$ cat config.mk
export PLATFORM = sky130hd
export DESIGN_NAME = exc_entry_ctrl
export DESIGN_NICKNAME = d
export VERILOG_FILES = /design/src/rtl/exc_pkg.sv /design/src/rtl/exc_prio.sv /design/src/rtl/exc_csr.sv /design/src/rtl/exc_vec.sv /design/src/rtl/exc_entry_ctrl.sv
export SDC_FILE = /design/constraint.sdc
export NUM_CORES = 1
export LEC_CHECK = 0
export BUFFER_PORTS_ARGS = -buffer_cell sky130_fd_sc_hd__clkbuf_2
export CAP_MARGIN = 20
export CORE_AREA = 5 5 130 132
export DETAILED_ROUTE_END_ITERATION = 8
export DIE_AREA = 0 0 135 137
export GPL_TIMING_DRIVEN = 0
export PLACE_DENSITY = 0.79
export SKIP_LAST_GASP = 1
export SYNTH_ARGS = -nofsm -noshare
export SYNTH_HDL_FRONTEND = slang
export SYNTH_SLANG_ARGS = --single-unit
$ cat constraint.sdc
create_clock -name clk_i -period 1.9 [get_ports clk_i]
set_clock_uncertainty 0.2 [all_clocks]
set_input_delay 0.095 -clock clk_i [delete_from_list [all_inputs] [get_ports clk_i]]
set_output_delay 0.095 -clock clk_i [all_outputs]
set_load 0.05 [all_outputs]
$ cat src/rtl/exc_pkg.sv
`timescale 1ns/1ps
package exc_pkg;
  localparam int IE_W   = 3;
  localparam int RIDX_W = 5;
  localparam logic [RIDX_W-1:0] REG_EA = 5'd30;
  localparam logic [RIDX_W-1:0] REG_BA = 5'd31;

  typedef enum logic [1:0] {
    CSR_IE   = 2'd0,
    CSR_IP   = 2'd1,
    CSR_EBA  = 2'd2,
    CSR_DEBA = 2'd3
  } csr_sel_e;

  typedef enum logic [1:0] {
    EK_NONE = 2'd0,
    EK_NORM = 2'd1,
    EK_DBG  = 2'd2
  } exc_kind_e;
endpackage

$ cat src/rtl/exc_prio.sv
`timescale 1ns/1ps
module exc_prio
  import exc_pkg::*;
#(
  parameter int                EID_W     = 3,
  parameter logic [EID_W-1:0]  EID_BUS   = 3'd4,
  parameter logic [EID_W-1:0]  EID_DIVZ  = 3'd5,
  parameter logic [EID_W-1:0]  EID_SCALL = 3'd7,
  parameter logic [EID_W-1:0]  EID_BRK   = 3'd1
) (
  input  logic             bus_i,
  input  logic             divz_i,
  input  logic             scall_i,
  input  logic             brk_i,
  output exc_kind_e        kind_o,
  output logic [EID_W-1:0] eid_o
);
  localparam int NSRC = 4;

  // index 0 is highest priority; last slot is the debug event
  logic [NSRC-1:0]  req;
  logic [EID_W-1:0] eid_tab [NSRC];

  assign req        = {brk_i, scall_i, divz_i, bus_i};
  assign eid_tab[0] = EID_BUS;
  assign eid_tab[1] = EID_DIVZ;
  assign eid_tab[2] = EID_SCALL;
  assign eid_tab[3] = EID_BRK;

  always_comb begin
    kind_o = EK_NONE;
    eid_o  = '0;
    for (int i = NSRC - 1; i >= 0; i--) begin
      if (req[i]) begin
        eid_o  = eid_tab[i];
        kind_o = (i == NSRC - 1) ? EK_DBG : EK_NORM;
      end
    end
  end
endmodule

$ cat src/rtl/exc_csr.sv
`timescale 1ns/1ps
module exc_csr
  import exc_pkg::*;
#(
  parameter int XLEN     = 32,
  parameter int NIRQ     = 32,
  parameter int BASE_LSB = 8
) (
  input  logic              clk_i,
  input  logic              rst_ni,
  input  exc_kind_e         kind_i,
  input  logic              ret_take_i,
  input  logic [RIDX_W-1:0] ret_reg_i,
  input  logic              csr_we_i,
  input  csr_sel_e          csr_sel_i,
  input  logic [XLEN-1:0]   csr_wdata_i,
  input  logic [NIRQ-1:0]   irq_i,
  output logic [IE_W-1:0]   ie_o,
  output logic [NIRQ-1:0]   ip_o,
  output logic [XLEN-1:0]   eba_o,
  output logic [XLEN-1:0]   deba_o
);
  localparam logic [XLEN-1:0] BASE_MASK = {{(XLEN-BASE_LSB){1'b1}}, {BASE_LSB{1'b0}}};
  localparam int NBASE = 2;

  logic [IE_W-1:0] ie_q, ie_d;
  logic [NIRQ-1:0] ip_q, ip_clr;
  logic [XLEN-1:0] base_q [NBASE];

  // entry > return > software write
  always_comb begin
    ie_d = ie_q;
    if (kind_i == EK_NORM)                    ie_d = {1'b0, ie_q[0], 1'b0};
    else if (kind_i == EK_DBG)                ie_d = {ie_q[0], 2'b00};
    else if (ret_take_i && ret_reg_i == REG_EA) ie_d = {2'b00, ie_q[1]};
    else if (ret_take_i && ret_reg_i == REG_BA) ie_d = {2'b00, ie_q[2]};
    else if (csr_we_i && csr_sel_i == CSR_IE) ie_d = csr_wdata_i[IE_W-1:0];
  end

  always_ff @(posedge clk_i or negedge rst_ni) begin
    if (!rst_ni) ie_q <= '0;
    else         ie_q <= ie_d;
  end

  assign ip_clr = (csr_we_i && csr_sel_i == CSR_IP) ? csr_wdata_i[NIRQ-1:0] : '0;

  always_ff @(posedge clk_i or negedge rst_ni) begin
    if (!rst_ni) ip_q <= '0;
    else         ip_q <= (ip_q & ~ip_clr) | irq_i;
  end

  for (genvar b = 0; b < NBASE; b++) begin : g_base
    localparam csr_sel_e SEL = (b == 0) ? CSR_EBA : CSR_DEBA;
    always_ff @(posedge clk_i or negedge rst_ni) begin
      if (!rst_ni)                          base_q[b] <= '0;
      else if (csr_we_i && csr_sel_i == SEL) base_q[b] <= csr_wdata_i & BASE_MASK;
    end
  end

  assign ie_o   = ie_q;
  assign ip_o   = ip_q;
  assign eba_o  = base_q[0];
  assign deba_o = base_q[1];
endmodule

$ cat src/rtl/exc_vec.sv
`timescale 1ns/1ps
module exc_vec
  import exc_pkg::*;
#(
  parameter int XLEN      = 32,
  parameter int EID_W     = 3,
  parameter int VEC_SHIFT = 5
) (
  input  exc_kind_e         kind_i,
  input  logic [EID_W-1:0]  eid_i,
  input  logic [XLEN-1:0]   eba_i,
  input  logic [XLEN-1:0]   deba_i,
  input  logic              ret_take_i,
  input  logic [XLEN-1:0]   ret_target_i,
  input  logic [XLEN-1:0]   pc_i,
  output logic              valid_o,
  output logic [XLEN-1:0]   pc_o,
  output logic              we_o,
  output logic [RIDX_W-1:0] waddr_o,
  output logic [XLEN-1:0]   wdata_o
);
  logic [XLEN-1:0] slot_off;
  assign slot_off = XLEN'(eid_i) << VEC_SHIFT;

  always_comb begin
    valid_o = 1'b0;
    pc_o    = '0;
    we_o    = 1'b0;
    waddr_o = '0;
    wdata_o = '0;
    unique case (kind_i)
      EK_NORM: begin
        valid_o = 1'b1;
        pc_o    = eba_i + slot_off;
        we_o    = 1'b1;
        waddr_o = REG_EA;
        wdata_o = pc_i;
      end
      EK_DBG: begin
        valid_o = 1'b1;
        pc_o    = deba_i + slot_off;
        we_o    = 1'b1;
        waddr_o = REG_BA;
        wdata_o = pc_i;
      end
      default: begin
        if (ret_take_i) begin
          valid_o = 1'b1;
          pc_o    = ret_target_i;
        end
      end
    endcase
  end
endmodule

$ cat src/rtl/exc_entry_ctrl.sv
`timescale 1ns/1ps
module exc_entry_ctrl
  import exc_pkg::*;
#(
  parameter int               XLEN      = 32,
  parameter int               NIRQ      = 32,
  parameter int               EID_W     = 3,
  parameter logic [EID_W-1:0] EID_BUS   = 3'd4,
  parameter logic [EID_W-1:0] EID_DIVZ  = 3'd5,
  parameter logic [EID_W-1:0] EID_SCALL = 3'd7,
  parameter logic [EID_W-1:0] EID_BRK   = 3'd1
) (
  input  logic              clk_i,
  input  logic              rst_ni,
  input  logic [XLEN-1:0]   pc_i,
  input  logic              bus_err_i,
  input  logic              div_i,
  input  logic [XLEN-1:0]   divisor_i,
  input  logic              scall_i,
  input  logic              brk_i,
  input  logic              ret_i,
  input  logic [4:0]        ret_reg_i,
  input  logic [XLEN-1:0]   ret_target_i,
  input  logic              csr_we_i,
  input  logic [1:0]        csr_sel_i,
  input  logic [XLEN-1:0]   csr_wdata_i,
  input  logic [NIRQ-1:0]   irq_i,
  output logic              redir_valid_o,
  output logic [XLEN-1:0]   redir_pc_o,
  output logic              rf_we_o,
  output logic [4:0]        rf_waddr_o,
  output logic [XLEN-1:0]   rf_wdata_o,
  output logic [2:0]        ie_o,
  output logic [NIRQ-1:0]   ip_o,
  output logic [XLEN-1:0]   eba_o,
  output logic [XLEN-1:0]   deba_o
);
  exc_kind_e         kind;
  logic [EID_W-1:0]  eid;
  logic              divz, ret_take;
  logic              v_d, we_d;
  logic [XLEN-1:0]   pc_d, wd_d;
  logic [RIDX_W-1:0] wa_d;

  assign divz     = div_i && (divisor_i == '0);
  assign ret_take = ret_i && (kind == EK_NONE);

  exc_prio #(
    .EID_W(EID_W), .EID_BUS(EID_BUS), .EID_DIVZ(EID_DIVZ),
    .EID_SCALL(EID_SCALL), .EID_BRK(EID_BRK)
  ) u_prio (
    .bus_i  (bus_err_i),
    .divz_i (divz),
    .scall_i(scall_i),
    .brk_i  (brk_i),
    .kind_o (kind),
    .eid_o  (eid)
  );

  exc_csr #(.XLEN(XLEN), .NIRQ(NIRQ)) u_csr (
    .clk_i      (clk_i),
    .rst_ni     (rst_ni),
    .kind_i     (kind),
    .ret_take_i (ret_take),
    .ret_reg_i  (ret_reg_i),
    .csr_we_i   (csr_we_i),
    .csr_sel_i  (csr_sel_e'(csr_sel_i)),
    .csr_wdata_i(csr_wdata_i),
    .irq_i      (irq_i),
    .ie_o       (ie_o),
    .ip_o       (ip_o),
    .eba_o      (eba_o),
    .deba_o     (deba_o)
  );

  exc_vec #(.XLEN(XLEN), .EID_W(EID_W)) u_vec (
    .kind_i      (kind),
    .eid_i       (eid),
    .eba_i       (eba_o),
    .deba_i      (deba_o),
    .ret_take_i  (ret_take),
    .ret_target_i(ret_target_i),
    .pc_i        (pc_i),
    .valid_o     (v_d),
    .pc_o        (pc_d),
    .we_o        (we_d),
    .waddr_o     (wa_d),
    .wdata_o     (wd_d)
  );

  always_ff @(posedge clk_i or negedge rst_ni) begin
    if (!rst_ni) begin
      redir_valid_o <= 1'b0;
      redir_pc_o    <= '0;
      rf_we_o       <= 1'b0;
      rf_waddr_o    <= '0;
      rf_wdata_o    <= '0;
    end else begin
      redir_valid_o <= v_d;
      redir_pc_o    <= pc_d;
      rf_we_o       <= we_d;
      rf_waddr_o    <= wa_d;
      rf_wdata_o    <= wd_d;
    end
  end
endmodule

# [Word level (Yosys, flattened, before mapping)]
# Cells that the tools add are included.
[classes] n_eq_ne=7 muxes=21 reduce_logical=13 n_bitwise=3 add_sub_neg=2
[op_table] operator="$mux 32" n=3
[op_table] operator="$add 32x8->32" n=2
[op_table] operator="$pmux 32 s2" n=1
[op_table] operator="$and 32x32->32" n=1
[op_table] operator="$logic_not 32->1" n=1
[op_table] operator="$not 32->32" n=1
[op_table] operator="$or 32x32->32" n=1
[op_table] operator="$mux 3" n=8
[op_table] operator="$eq 5x5->1 const B" n=2
[op_table] operator="$pmux 5 s2" n=1
[op_table] operator="$logic_and 1x1->1" n=8
[op_table] operator="$mux 2" n=4
[op_table] operator="$eq 2x2->1 const B" n=3
[op_table] operator="$reduce_bool 5->1" n=1
[op_table] operator="$eq 2x1->1 const B" n=2
[op_table] operator="$logic_not 2->1" n=2
[op_table] operator="$mux 1" n=4
[op_table] operator="$reduce_or 2->1" n=1
[word_totals] regBits=154 wordCells=55 inputBits=175 output_inout_bits=170

# [Longest topological paths before layout]
# Gate-level depths: netlist of run 1.
[logic_depth] ltp_word=11 ltp_mapped=10 mapped_depth_nobuf=9

# [Modules after synthesis]
# From an unflattened synthesis of run 1, not the netlist that was laid out.
[hier_totals] hier_cells=607 hier_area_um2=7169.4
[modules_own_cells] module="exc_csr" n_inst=1 cells_each=250 seq_area_each_um2=2077.0 area_each_um2=3338.2
[modules_own_cells] module="exc_vec" n_inst=1 cells_each=266 seq_area_each_um2=0.0 area_each_um2=1898.1
[modules_own_cells] module="exc_entry_ctrl" n_inst=1 cells_each=84 seq_area_each_um2=1776.7 area_each_um2=1888.1
[modules_own_cells] module="exc_prio" n_inst=1 cells_each=7 seq_area_each_um2=0.0 area_each_um2=45.0

# [Worst setup path after synthesis of run 1]
# OpenSTA, ideal clock, no wires.
[synth_path] kind="in2reg" startpoint="input divisor_i[18]" endpoint="register u_csr.ie_q[1] (netlist: u_csr.ie_o[1])" path_buffers=1 required_time_ns=1.575 setup_slack_ns=-0.724 arrival_ns=2.299 path_stages=9 setup_time_ns=0.125 cell_sequence="or4_4 nor3_4 nand3_2 and3_1 ha_1 buf_2 or2_1 a211oi_2 mux2_2"
[synth_between] elab_chain_len=11 word_cells_on_any_way=15 classes_between="eq/ne (2); mux (6); reduce/logical (7)"
[synth_lines] element="from (decl)" line="exc_entry_ctrl.sv:18" rtl="input logic [XLEN-1:0] divisor_i,"
[synth_lines] element="$logic_not 32->1 *" line="exc_entry_ctrl.sv:45" rtl="assign divz = div_i && (divisor_i == '0);"
[synth_lines] element="$logic_and 1x1->1 *" line="exc_entry_ctrl.sv:45"
[synth_lines] element="$mux 2 * (2 in a row)" line="exc_prio.sv:34" rtl="if (req[i]) begin"
[synth_lines] element="$logic_not 2->1" line="exc_entry_ctrl.sv:46" rtl="assign ret_take = ret_i && (kind == EK_NONE);"
[synth_lines] element="$logic_and 1x1->1" line="exc_entry_ctrl.sv:46"
[synth_lines] element="$logic_and 1x1->1" line="exc_csr.sv:36" rtl="else if (ret_take_i && ret_reg_i == REG_BA) ie_d = {2'b00, ie_q[2]};"
[synth_lines] element="$mux 3" line="exc_csr.sv:36"
[synth_lines] element="$mux 3" line="exc_csr.sv:35" rtl="else if (ret_take_i && ret_reg_i == REG_EA) ie_d = {2'b00, ie_q[1]};"
[synth_lines] element="$mux 3" line="exc_csr.sv:34" rtl="else if (kind_i == EK_DBG) ie_d = {ie_q[0], 2'b00};"
[synth_lines] element="$mux 3" line="exc_csr.sv:33" rtl="if (kind_i == EK_NORM) ie_d = {1'b0, ie_q[0], 1'b0};"
[synth_lines] element="to (signal assigned)" line="exc_csr.sv:42" rtl="else ie_q <= ie_d;"
[synth_lines] element="to (decl)" line="exc_csr.sv:26" rtl="logic [IE_W-1:0] ie_q, ie_d;"
# Every way passes the cells marked *; elsewhere a longest branch is shown, timed or not.
# A chain may end at the register's enable or synchronous reset.

# [Worst setup path after layout of run 1]
[layout_path] startpoint="input divisor_i[23]" endpoint="register u_csr.ie_q[1] (netlist: u_csr.ie_o[1])"
# The elaborated chain is that of the path after synthesis.

==> summary.md, run 1 <==
| Metric | Value |
|---|---|
| Avg Cell Area, Syn | around 13 um2 |
| Clock Tree Buf Depth | 2 |
| Vias/cell | 4.84 |
| Unrepaired setup endpoints after global routing | yes |
| Pleak | roughly 0.0052 uW |
| Clk_lat worst skew | 0.41 ns |
| Number of remaining DRC errors | 0 |
| YS warnings | 0 |
| Status | finished, violations left |
| Overall Global Routing Usage | approximately a quarter |
| FF-to-FF Start | u_csr.ip_o[9] |
| Initial Utilization | 38.3% |
| CTS tree | built |
| Int Power | 6640 uW |
| Vias in the first global route | 6400 |
| Total core area | 0.0156 mm2 |
| Htree depth | 4 |
| Combinational share of power | a little under a third |
| Min-Delay Startpoint | brk_i |
| Pwr Density | 964 mW/mm2 |
| Startpoint types | input port |
| GR met3 Demand/Resource | 6.95% |
| PortBufs | 328 |
| R2R cell count | 2 |
| Slowest Stage Delay on Critical Path | 0.53 ns |
| Tcrit/Tclk final | 111% |
| Mapped Area | 0.00597 mm2 |
| Num CTS Buffers | 17 |
| Number of cell rows | 46 |
| WP data required | 2.00 ns |
| Routed Antenna Nets | 0 |
| Seq pwr share | 36.7% |
| Total die area | 0.0185 mm2 |
| Share of cells above drive strength 1 | about half |
| CP max-delay cell | or4_4 |
| Clock Sinks | 150 |
| Min-Delay Path Class | input port to flop |
| Hold Vio Cnt, Final | 0 |
| Nets | 1170 |
| Die X | approximately 140 um |
| WL final | 23800 um |
| Final GP Congestion | between 0.8 and 0.9 |
| Die Y | 137 um |
| Worst Tran Pin Value | ~0.5 ns |
| Register area | about 0.0038 mm2 |
| Max-capacitance violation count | 0 |
| Unique cell type count in the Yosys netlist | 38 |
| Synth-to-Final Area Change | 79.3% |
| Clock share of power | 32.3% |
| Final setup vio count | between 40 and 50 |
| Worst path top cell family by delay | simple AND/OR/NAND/NOR gates |
| Setup TNS | -2.07 ns |
| Reg2reg setup slack | between 0.4 and 0.5 ns |
| Setup Slack @ Placement | -0.869 ns |
| Seq cells post-synth | 150 |
| Global routing usage on met1 | approximately 29% |
| Seq/Total Area, Yosys | 62.9% |
| First-pass GRT wire length | 35400 um |
| Crit-path max FO | 5 |
| # fillers | 1050 |
| Clk slew on worst S/H paths | 0.06 ns |
| Peak supply drop | roughly 540 uV |
| Fmax | 473 MHz |
| Met2 Usage GRT | approximately 46% |
| Violated checks | setup timing |
| Area of the multi-input gates | approximately 0.0022 mm2 |
| Ports | 345 |
| Worst-path cell chain | clkbuf_2, or4_4, nor3_4, nand3_4, and2_4, ha_4, or2_4, a211oi_4, mux2_4 |
| Worst Path Class, Setup | input port to flop |
| Min Tclk post-route | 2.11 ns |
| Initial antenna violation count | 1 |
| Max-slew violations | 0 |
| Synth Instances | ~450 |
| WL/cell | 19.5 um |
| Switch share | 35.7% |
| Reg-to-Reg End | u_csr.ip_o[9] |
| GR peak layer | met2 |
| Slack of the critical path | -0.212 ns |
| Total number of vias | 5894 |
| Psw | 3680 uW |
| Initial DRT Pass Iterations | 5 |
| GR Overflow Total | 0 |
| WHS Endpoint | redir_valid_o |
| Pin count of the biggest net entering global routing | 90 |
| Worst Path Arrival | 2.21 ns |
| Max_slew headroom | 66.2% |
| Hold path depth | 5 |
| Critical path buffer and inverter count | 1 |
| DP Wirelength | 14500 um |
| Crit end category | flop |
| Drt initial violations | 275 |
| Clock root buffer | clkbuf_16 |
==> cell usage after synthesis <==
| cell | count | area [um2] |
|---|---|---|
| nor4b_1 | 1 | 8.76 |
| conb_1 | 1 | 3.75 |
| nor2_1 | 2 | 7.51 |
| buf_2 | 9 | 45.0 |
| dfrtp_1 | 150 | 3750 |
| nand2b_1 | 2 | 12.5 |
| and3_1 | 2 | 12.5 |
| buf_4 | 20 | 150 |
| and3b_1 | 1 | 8.76 |
| o41ai_1 | 1 | 8.76 |
| nand3_1 | 3 | 15.0 |
| nor3b_1 | 1 | 7.51 |
| a21o_1 | 32 | 240 |
| buf_1 | 4 | 15.0 |
| and2_2 | 1 | 7.51 |
| a22o_1 | 49 | 429 |
| o21ai_0 | 2 | 10.0 |
| nor3_1 | 1 | 5.00 |
| inv_1 | 1 | 3.75 |
| nand3b_1 | 1 | 7.51 |
| and2_1 | 40 | 250 |
| nor4_1 | 5 | 31.3 |
| clkbuf_1 | 11 | 41.3 |
| or4_4 | 1 | 11.3 |
| o31ai_1 | 2 | 15.0 |
| mux2i_1 | 1 | 10.0 |
| nor2b_1 | 1 | 6.26 |
| nor3_4 | 1 | 16.3 |
| a211oi_2 | 1 | 12.5 |
| a32o_1 | 1 | 10.0 |
| nand3_2 | 1 | 10.0 |
| ha_1 | 5 | 62.6 |
| and4_1 | 2 | 17.5 |
| mux2_2 | 49 | 552 |
| a311oi_1 | 1 | 8.76 |
| a2bb2oi_1 | 1 | 8.76 |
| or2_1 | 1 | 6.26 |
| nand2_1 | 39 | 146 |
==> state kept, by name, indices dropped and copies added, names as in the netlist <==
name	count
rf_wdata_o	32
redir_valid_o	1
u_csr.ie_o	3
u_csr.ip_o	32
redir_pc_o	32
u_csr.eba_o	24
rf_waddr_o	2
u_csr.deba_o	24
==> kinds of logic after synthesis <==
logic type	count (synthesis)	share of synthesized area, %
compound gates	90	12.5
fa+ha+maj	5	1.05
buf+inv	45	4.28
flops	150	62.9
mux	50	9.41
other cells	1	0.0628
simple gates	106	9.85
==> worst max-delay path by stage <==
stage	startpoint	end	slack (ns)	cells after the start
6_report	divisor_i[23]	u_csr.ie_o[1]	-0.21	9
5_1_grt	divisor_i[23]	u_csr.ie_o[1]	-0.27	9
4_1_cts	divisor_i[23]	u_csr.ie_o[1]	-0.21	9
3_5_place_dp	divisor_i[18]	u_csr.ie_o[1]	-0.87	10
3_3_place_gp	rst_ni	u_csr.ip_o[3]	-2.00	1
2_1_floorplan	divisor_i[18]	u_csr.ie_o[1]	-0.63	9
==> what timing repair did <==
| item | in CTS | in global routing |
|---|---|---|
| buffers inserted | 17 | 0 |
| resized for setup | 42 | 21 |
| endpoints found under the hold margin | 299 | 0 |
| pin swaps | 13 | 17 |
| hold buffers | 161 | 0 |
| gates cloned | 7 | 0 |
| setup endpoints to repair | 54 | 67 |
==> cell type report <==
cell class	instances	area share (%)
Clock buffer	21	4.30
Clock inverter	9	1.11
Tap cell	216	2.53
Antenna cell	1	0.0234
Buffer	39	3.37
Multi-Input combinational cell	267	20.2
Timing Repair Buffer	514	33.3
Inverter	1	0.0351
Sequential cell	150	35.1
==> worst register-to-register path: stages, from the launching register on <==
cell,delay [ns]
dfrtp_1,0.40
a21o_1,0.19
dlygate4sd3_1,0.57
==> cells in the final DEF, fill, tap and decap left out, types with 3 or more instances in the layout <==
cell type,Yosys,routed
a22o_1,49,49
nand2_1,39,37
clkbuf_8,0,5
nor4_1,5,5
conb_1,1,16
mux2_2,49,48
and2_4,0,24
buf_4,20,31
dlygate4sd3_1,0,161
buf_2,9,6
dfrtp_1,150,150
buf_6,0,8
clkbuf_16,0,19
inv_6,0,3
a21o_1,32,32
clkbuf_1,11,3
clkbuf_2,0,327
and2_1,40,17
buf_8,0,10
ha_1,5,3
==> power groups by stage <==
stage | clock network (uW) | logic, uW | registers (uW)
floorplan | 0 | 666 | 5110
global placement | 0 | 2790 | 3810
detailed placement | 0 | 2820 | 3830
CTS | 3400 | 3160 | 3770
global route | 3560 | 3340 | 3820
finish | 3330 | 3200 | 3790
==> per-layer routing <==
metal  vias to the layer above  share of wire, %
li1                       2636                 -
met1                      2873                37
met2                       314                52
met3                        71               7.0
met4                         0               3.3
met5                         -                 0
==> per-stage QoR <==
| stage | hold slack [ns] | power, uW | std cells | cell area, um2 | utilization (%) |
|---|---|---|---|---|---|
| after detailed placement | -0.0954 | 6650 | 1007 | 8140 | 52.2 |
| after global placement | 0.0714 | 6600 | 1006 | 8100 | 52.0 |
| final | 0.0103 | 10300 | 1218 | 10700 | 68.6 |
| after CTS | 0.000273 | 10300 | 1219 | 10700 | 68.4 |
| after global routing | 0.00619 | 10700 | 1218 | 10700 | 68.6 |
| after floorplan | -0.401 | 5780 | 462 | 6190 | - |
No activity file was read; power rests on OpenSTA's default activity.
==> run 2, diff against run 1 <==
- HOLD_SLACK_MARGIN: default -> 0.1
==> run 2 against run 1 <==
  * The run still ends with setup timing left
  * Design area grew 1.6%
  * Final cell count grew 1.5%
  * Clock power barely moved
  * Largest power group unchanged
  * Highest routed layer unchanged
==> summary.md, run 2 (synthesized netlist as in run 1, its figures left out) <==
| Metric | Value |
|---|---|
| Most common cell after layout, fill and taps aside | clkbuf_2 |
| Crit end category | flop |
| Initial DRT Pass Iterations | 4 (-1) |
| Crit-path max FO | 5 (unchanged) |
| Hold path depth | 5 (unchanged) |
| Clock Tree Buf Depth | 2 (unchanged) |
| Worst Path Arrival | 2.19 ns (-0.02 ns) |
| Fmax | 477 MHz (+0.71%) |
| Routed Antenna Nets | 0 (unchanged) |
| R2R cell count | 2 (unchanged) |
| Cell Count, Final, Fillers Out | 1236 (+1.5%) |
| Final setup vio count | 49 (+2.1%) |
| Clk slew on worst S/H paths | 0.06 ns (about the same) |
| Initial Utilization | 38.3% (unchanged) |
| Drt initial violations | 255 (-7.3%) |
| Max-slew violations | 0 (unchanged) |
| Overall Global Routing Usage | 25.8% (+0.40 points) |
| WP data required | 1.99 ns (about the same) |
| Unrepaired setup endpoints after global routing | yes |
| Peak supply drop | 548 uV (+0.61%) |
| Total die area | 0.0185 mm2 (unchanged) |
| Final GP Congestion | 0.803 (unchanged) |
| Max-capacitance violation count | 0 (unchanged) |
| DP Wirelength | 14500 um (unchanged) |
| Clock root buffer | clkbuf_16 |
| Critical Path Source | divisor_i[23] |
| Switch share | 35.7% (about the same) |
| First-pass GRT wire length | 36200 um (+2.2%) |
| Met2 routed WL | 12800 um (+2.9%) |
| WL/cell | 19.5 um (+0.17%) |
| Hold Vio Cnt, Final | 0 (unchanged) |
| Clock Sinks | 150 (unchanged) |
| Pwr Density | 954 mW/mm2 (-1.1%) |
| Total core area | 0.0156 mm2 (unchanged) |
| Vias in the first global route | 6550 (+2.3%) |
| Pin count of the biggest net entering global routing | 90 (unchanged) |
| Reg2reg setup slack | 0.33 ns (-0.10 ns) |
| Area of the multi-input gates | 0.00215 mm2 (-0.75%) |
| Min Tclk post-route | 2.10 ns (-0.0148 ns) |
| Psw | 3700 uW (+0.47%) |
| Initial antenna violation count | 1 (unchanged) |
| Cell Count Post-Placement | 1007 (unchanged) |
| CTS tree | built |
| Worst Path Class, Setup | input port to flop |
| Tcrit/Tclk final | 110% (-0.78 points) |
| Met3 WL | 1590 um (-4.3%) |
| FF-to-FF Start | u_csr.deba_o[9] |
| Die X | 135 um (unchanged) |
| Register area | 0.00375 mm2 (unchanged) |
| WL final | 24100 um (+1.7%) |
| Most frequent cells in the layout | 327 x clkbuf_2, 174 x dlygate4sd3_1, 150 x dfrtp_1 |
| Clock share of power | 32.1% (-0.2 points) |
| Num CTS Buffers | 17 (unchanged) |
| Synth-to-Final Area Change | 82.2% |
| Startpoint types | input port |
| # fillers | 1016 (-3.2%) |
| Setup Slack @ Placement | -0.869 ns (unchanged) |
| Total power | 10400 uW (+0.53%) |
| Violated checks | setup timing |
| Htree depth | 4 (unchanged) |
| Reg-to-Reg End | u_csr.deba_o[9] |
| GR Overflow Total | 0 (unchanged) |
| Seq pwr share | 36.5% (-0.2 points) |
| PortBufs | 328 (unchanged) |
| Nets | 1188 (+1.5%) |
| Vias/cell | 4.78 (-1.2%) |
| Share of cells above drive strength 1 | 49.9% (-0.80 points) |
| Slack of the critical path | -0.197 ns (+0.0148 ns) |
| Pleak | 0.00531 uW (+1.6%) |
| Status | finished, violations left |
| Combinational share of power | 31.4% (+0.4 points) |
| Min-Delay Startpoint | ret_reg_i[1] |
| Die Y | 137 um (unchanged) |
| Min-Delay Path Class | input port to flop |
| Routed length on met1 | 9050 um (+2.3%) |
| Ports | 345 (unchanged) |
| Number of cell rows | 46 (unchanged) |
| Total number of vias | 5909 (+0.25%) |
| Number of remaining DRC errors | 0 (unchanged) |
| Int Power | 6680 uW (+0.57%) |
| Uppermost routed layer | met4 |
| Clk_lat worst skew | 0.42 ns (about the same) |
| WHS Endpoint | u_csr.ie_o[0] |
run 2: timing repair:
item | in CTS | in global routing
gates resized for setup | 42 | 17
endpoints found under the hold margin | 299 | 2
pin swaps | 13 | 15
cloned | 7 | 1
hold buffers | 173 | 1
endpoints found under the setup margin | 54 | 148
setup buffers | 17 | 4
run 2: area by class of cell:
cell class	instances	area share (%)
antenna	1	0.0230
buffer	39	3.29
clock buffer	21	4.23
clock inverter	9	1.09
inverter	1	0.0345
multi-input combinational	267	19.8
sequential	150	34.5
tap	216	2.49
timing repair buffer	532	34.6
run 2: metrics by stage:
stage | setup TNS (ns) | cell area (um2) | hold slack [ns] | util [%]
final | -3.20 | 10900 | 0.116 | 69.7
after floorplan | -17.29 | 6190 | -0.401 | -
after global placement | -334.43 | 8100 | 0.0714 | 52.0
after detailed placement | -37.44 | 8140 | -0.0954 | 52.2
after global routing | -4.84 | 10900 | 0.138 | 69.7
after CTS | -4.02 | 10800 | -0.220 | 69.1
run 2: worst max-delay path by stage:
stage                          endpoint  slack, ns  depth (start not counted)
after global routing      u_csr.ie_o[1]      -0.22                          9
after CTS                 u_csr.ie_o[1]      -0.21                          9
after detailed placement  u_csr.ie_o[1]      -0.87                         10
after global placement    u_csr.ip_o[3]      -2.00                          1
after floorplan           u_csr.ie_o[1]      -0.63                          9
final                     redir_pc_o[6]      -0.20                         10
run 2: power groups by stage:
| stage | Clock (uW) | Sequential (uW) | Combinational [uW] |
|---|---|---|---|
| final | 3330 | 3790 | 3260 |
| after global routing | 3560 | 3830 | 3400 |
| after CTS | 3400 | 3770 | 3200 |
| after detailed placement | 0 | 3830 | 2820 |
| after global placement | 0 | 3810 | 2790 |
| after floorplan | 0 | 5110 | 666 |
run 2: critical path, stage by stage:
cell and delay [ns]:
clkbuf_2 0.08, or4_4 0.53, nor3_4 0.18, nand3_4 0.13
and2_4 0.20, ha_4 0.17, or2_4 0.27, buf_4 0.14
and2_1 0.17, a32o_1 0.23
run 2: per-layer routing:
layer | vias to the layer above | GRT usage, %
li1 | 2671 | -
met1 | 2903 | 28.9
met2 | 276 | 46.6
met3 | 59 | 6.84
met4 | 0 | 10.5
met5 | - | 0
==> run 3, diff against run 2 <==
- SETUP_SLACK_MARGIN: default -> 0.02
==> run 3 against run 2 <==
  * The flow still finishes with violations (setup timing)
  * Worst hold slack gained 0.0071 ns
  * Clock power is essentially flat
  * Sequential share of layout area shrank 0.27 points
  * Wire length grew 1.4%
  * Register-to-register slack lost 0.02 ns
  * Critical path depth is the same
  * Largest cell class unchanged
==> summary.md, run 3 (synthesized netlist as in run 1, its figures left out) <==
| Metric | Value |
|---|---|
| Worst path top cell family by delay | simple AND/OR/NAND/NOR gates |
| Most frequent cells in the layout | 327 x clkbuf_2, 173 x dlygate4sd3_1, 150 x dfrtp_1 |
| Routed Antenna Nets | 0 (unchanged) |
| Worst Path Class, Setup | input port to flop |
| Min-Delay Startpoint | ret_reg_i[1] |
| CP max-delay cell | or4_4 |
| WP depth | 10 (unchanged) |
| WP data required | 1.99 ns (about the same) |
| Critical path buffer and inverter count | 3 (+1) |
| Initial antenna violation count | 0 (-1) |
| Pin count of the biggest net entering global routing | 90 (unchanged) |
| CTS tree | built |
| Pleak | 0.00536 uW (+0.97%) |
| Overall Global Routing Usage | 26.0% (+0.26 points) |
| Pwr Density | 949 mW/mm2 (-0.58%) |
| Peak supply drop | 533 uV (-2.7%) |
| Min Tclk post-route | 2.11 ns (+0.0131 ns) |
| Vias/cell | 4.82 (+0.72%) |
| Max-capacitance violation count | 0 (unchanged) |
| # diodes | 0 (-1) |
| Setup TNS | -4.35 ns (-1.15 ns) |
| Number of remaining DRC errors | 0 (unchanged) |
| Min-Delay Path Class | input port to flop |
| # fillers | 1008 (-0.79%) |
| Hold path depth | 5 (unchanged) |
| Final setup vio count | 49 (unchanged) |
| Clk slew on worst S/H paths | 0.06 ns (about the same) |
| Status | finished, violations left |
| Clock Sinks | 150 (unchanged) |
| Reg2reg setup slack | 0.31 ns (-0.02 ns) |
| Worst Path Arrival | 2.20 ns (about the same) |
| Total number of vias | 5961 (+0.88%) |
| GR Overflow Total | 0 (unchanged) |
| Ports | 345 (unchanged) |
| Hold Vio Cnt, Final | 0 (unchanged) |
| Setup Slack @ Placement | -0.869 ns (unchanged) |
| Synth-to-Final Area Change | 83.6% |
| R2R cell count | 2 (unchanged) |
| Num CTS Buffers | 17 (unchanged) |
| Drt initial violations | 206 (-19%) |
| Final GP Congestion | 0.803 (unchanged) |
| Clk_lat worst skew | 0.41 ns (about the same) |
| Hold Worst Slack | 0.123 ns (+0.00707 ns) |
| Slowest Stage Delay on Critical Path | 0.53 ns (about the same) |
| Clock Tree Buf Depth | 2 (unchanged) |
| Slack of the critical path | -0.211 ns (-0.0131 ns) |
| WL final | 24500 um (+1.4%) |
| Max-slew violations | 0 (unchanged) |
| Violated checks | setup timing |
| FF-to-FF Start | u_csr.deba_o[9] |
| Die Y | 137 um (unchanged) |
| WL/cell | 19.8 um (+1.2%) |
| Crit end category | flop |
| Unrepaired setup endpoints after global routing | yes |
| Total die area | 0.0185 mm2 (unchanged) |
| Initial DRT Pass Iterations | 4 (unchanged) |
| Tcrit/Tclk final | 111% (+0.69 points) |
| Reg-to-Reg End | u_csr.deba_o[9] |
| First-pass GRT wire length | 36400 um (+0.59%) |
| Die X | 135 um (unchanged) |
| Share of cells above drive strength 1 | 50.8% (+0.93 points) |
| Most common cell after layout, fill and taps aside | clkbuf_2 |
| Nets | 1191 (+0.25%) |
| Total core area | 0.0156 mm2 (unchanged) |
| PortBufs | 328 (unchanged) |
| Clock root buffer | clkbuf_16 |
| WHS Endpoint | u_csr.ie_o[0] |
| Number of cell rows | 46 (unchanged) |
| Crit-path max FO | 5 (unchanged) |
| Initial Utilization | 38.3% (unchanged) |
| Critical path's most frequent cell | a22o_1 |
| DP Wirelength | 14500 um (unchanged) |
| Fmax | 474 MHz (-0.62%) |
| Vias in the first global route | 6528 (-0.34%) |
| Htree depth | 4 (unchanged) |
| Startpoint types | input port |
| Worst-path cell chain | clkbuf_2, or4_4, nor3_4, nand3_4, and2_4, ha_4, buf_4, bufbuf_16, a22o_1, a22o_1 |
[run 3: changes by cell type in the layout (fill, tap and decap cells not counted), sizes merged]
| cell | before | now |
|---|---|---|
| bufbuf | 0 | 1 |
| buf | 64 | 66 |
| clkbuf | 354 | 355 |
| dlygate4sd3 | 174 | 173 |
| diode | 1 | 0 |
[run 3: per-stage QoR]
stage	instance area (um2)	instances	total power, uW	util [%]
2_1_floorplan	6190	462	5780	-
3_3_place_gp	8100	1006	6600	52.0
3_5_place_dp	8140	1007	6650	52.2
4_1_cts	10800	1233	10400	69.5
5_1_grt	11000	1238	10800	70.3
6_report	11000	1238	10400	70.3
[run 3: area by class of cell]
cell class	instances	area, um2	share of cell area, %
clock inverter	9	119	1.08
multi-input combinational	267	2170	19.8
sequential	150	3750	34.3
buffer	40	384	3.50
clock buffer	21	460	4.20
tap	216	270	2.47
timing repair buffer	534	3800	34.6
inverter	1	3.75	0.0343
[run 3: routing by layer]
layer / wire length, um / GRT usage, % / vias to the layer above
li1: - / - / 2680
met1: 9220 / 29.1 / 2954
met2: 13100 / 47.2 / 279
met3: 1570 / 6.99 / 48
met4: 584 / 10.2 / 0
met5: 0 / 0 / -
[run 3: worst min-delay path, cell delays in order]
cell and delay [ns]:
clkbuf_2 0.07, and4_1 0.28, nand3_1 0.09, o21ai_0 0.08, o31ai_1 0.07
[run 3: how the worst max path moves through the flow]
stage,start,endpoint,slack [ns]
floorplan,divisor_i[18],u_csr.ie_o[1],-0.63
global placement,rst_ni,u_csr.ip_o[3],-2.00
detailed placement,divisor_i[18],u_csr.ie_o[1],-0.87
CTS,divisor_i[23],u_csr.ie_o[1],-0.20
global route,divisor_i[23],redir_pc_o[28],-0.23
finish,divisor_i[23],redir_pc_o[28],-0.21
[run 3: power by group]
group / switching (uW) / total (uW) / internal (uW) / leakage [uW]
registers: 228 / 3790 / 3560 / 0.00175
logic: 2160 / 3280 / 1120 / 0.00333
clock network: 1320 / 3330 / 2010 / 0.000277
[run 3: timing repair]
item,4_1_cts,5_1_grt
pin swaps,8,6
hold buffers,172,1
gates resized for setup,44,22
endpoints found under the hold margin,299,2
setup endpoints to repair,54,158
gates cloned,8,1
buffers inserted,18,5
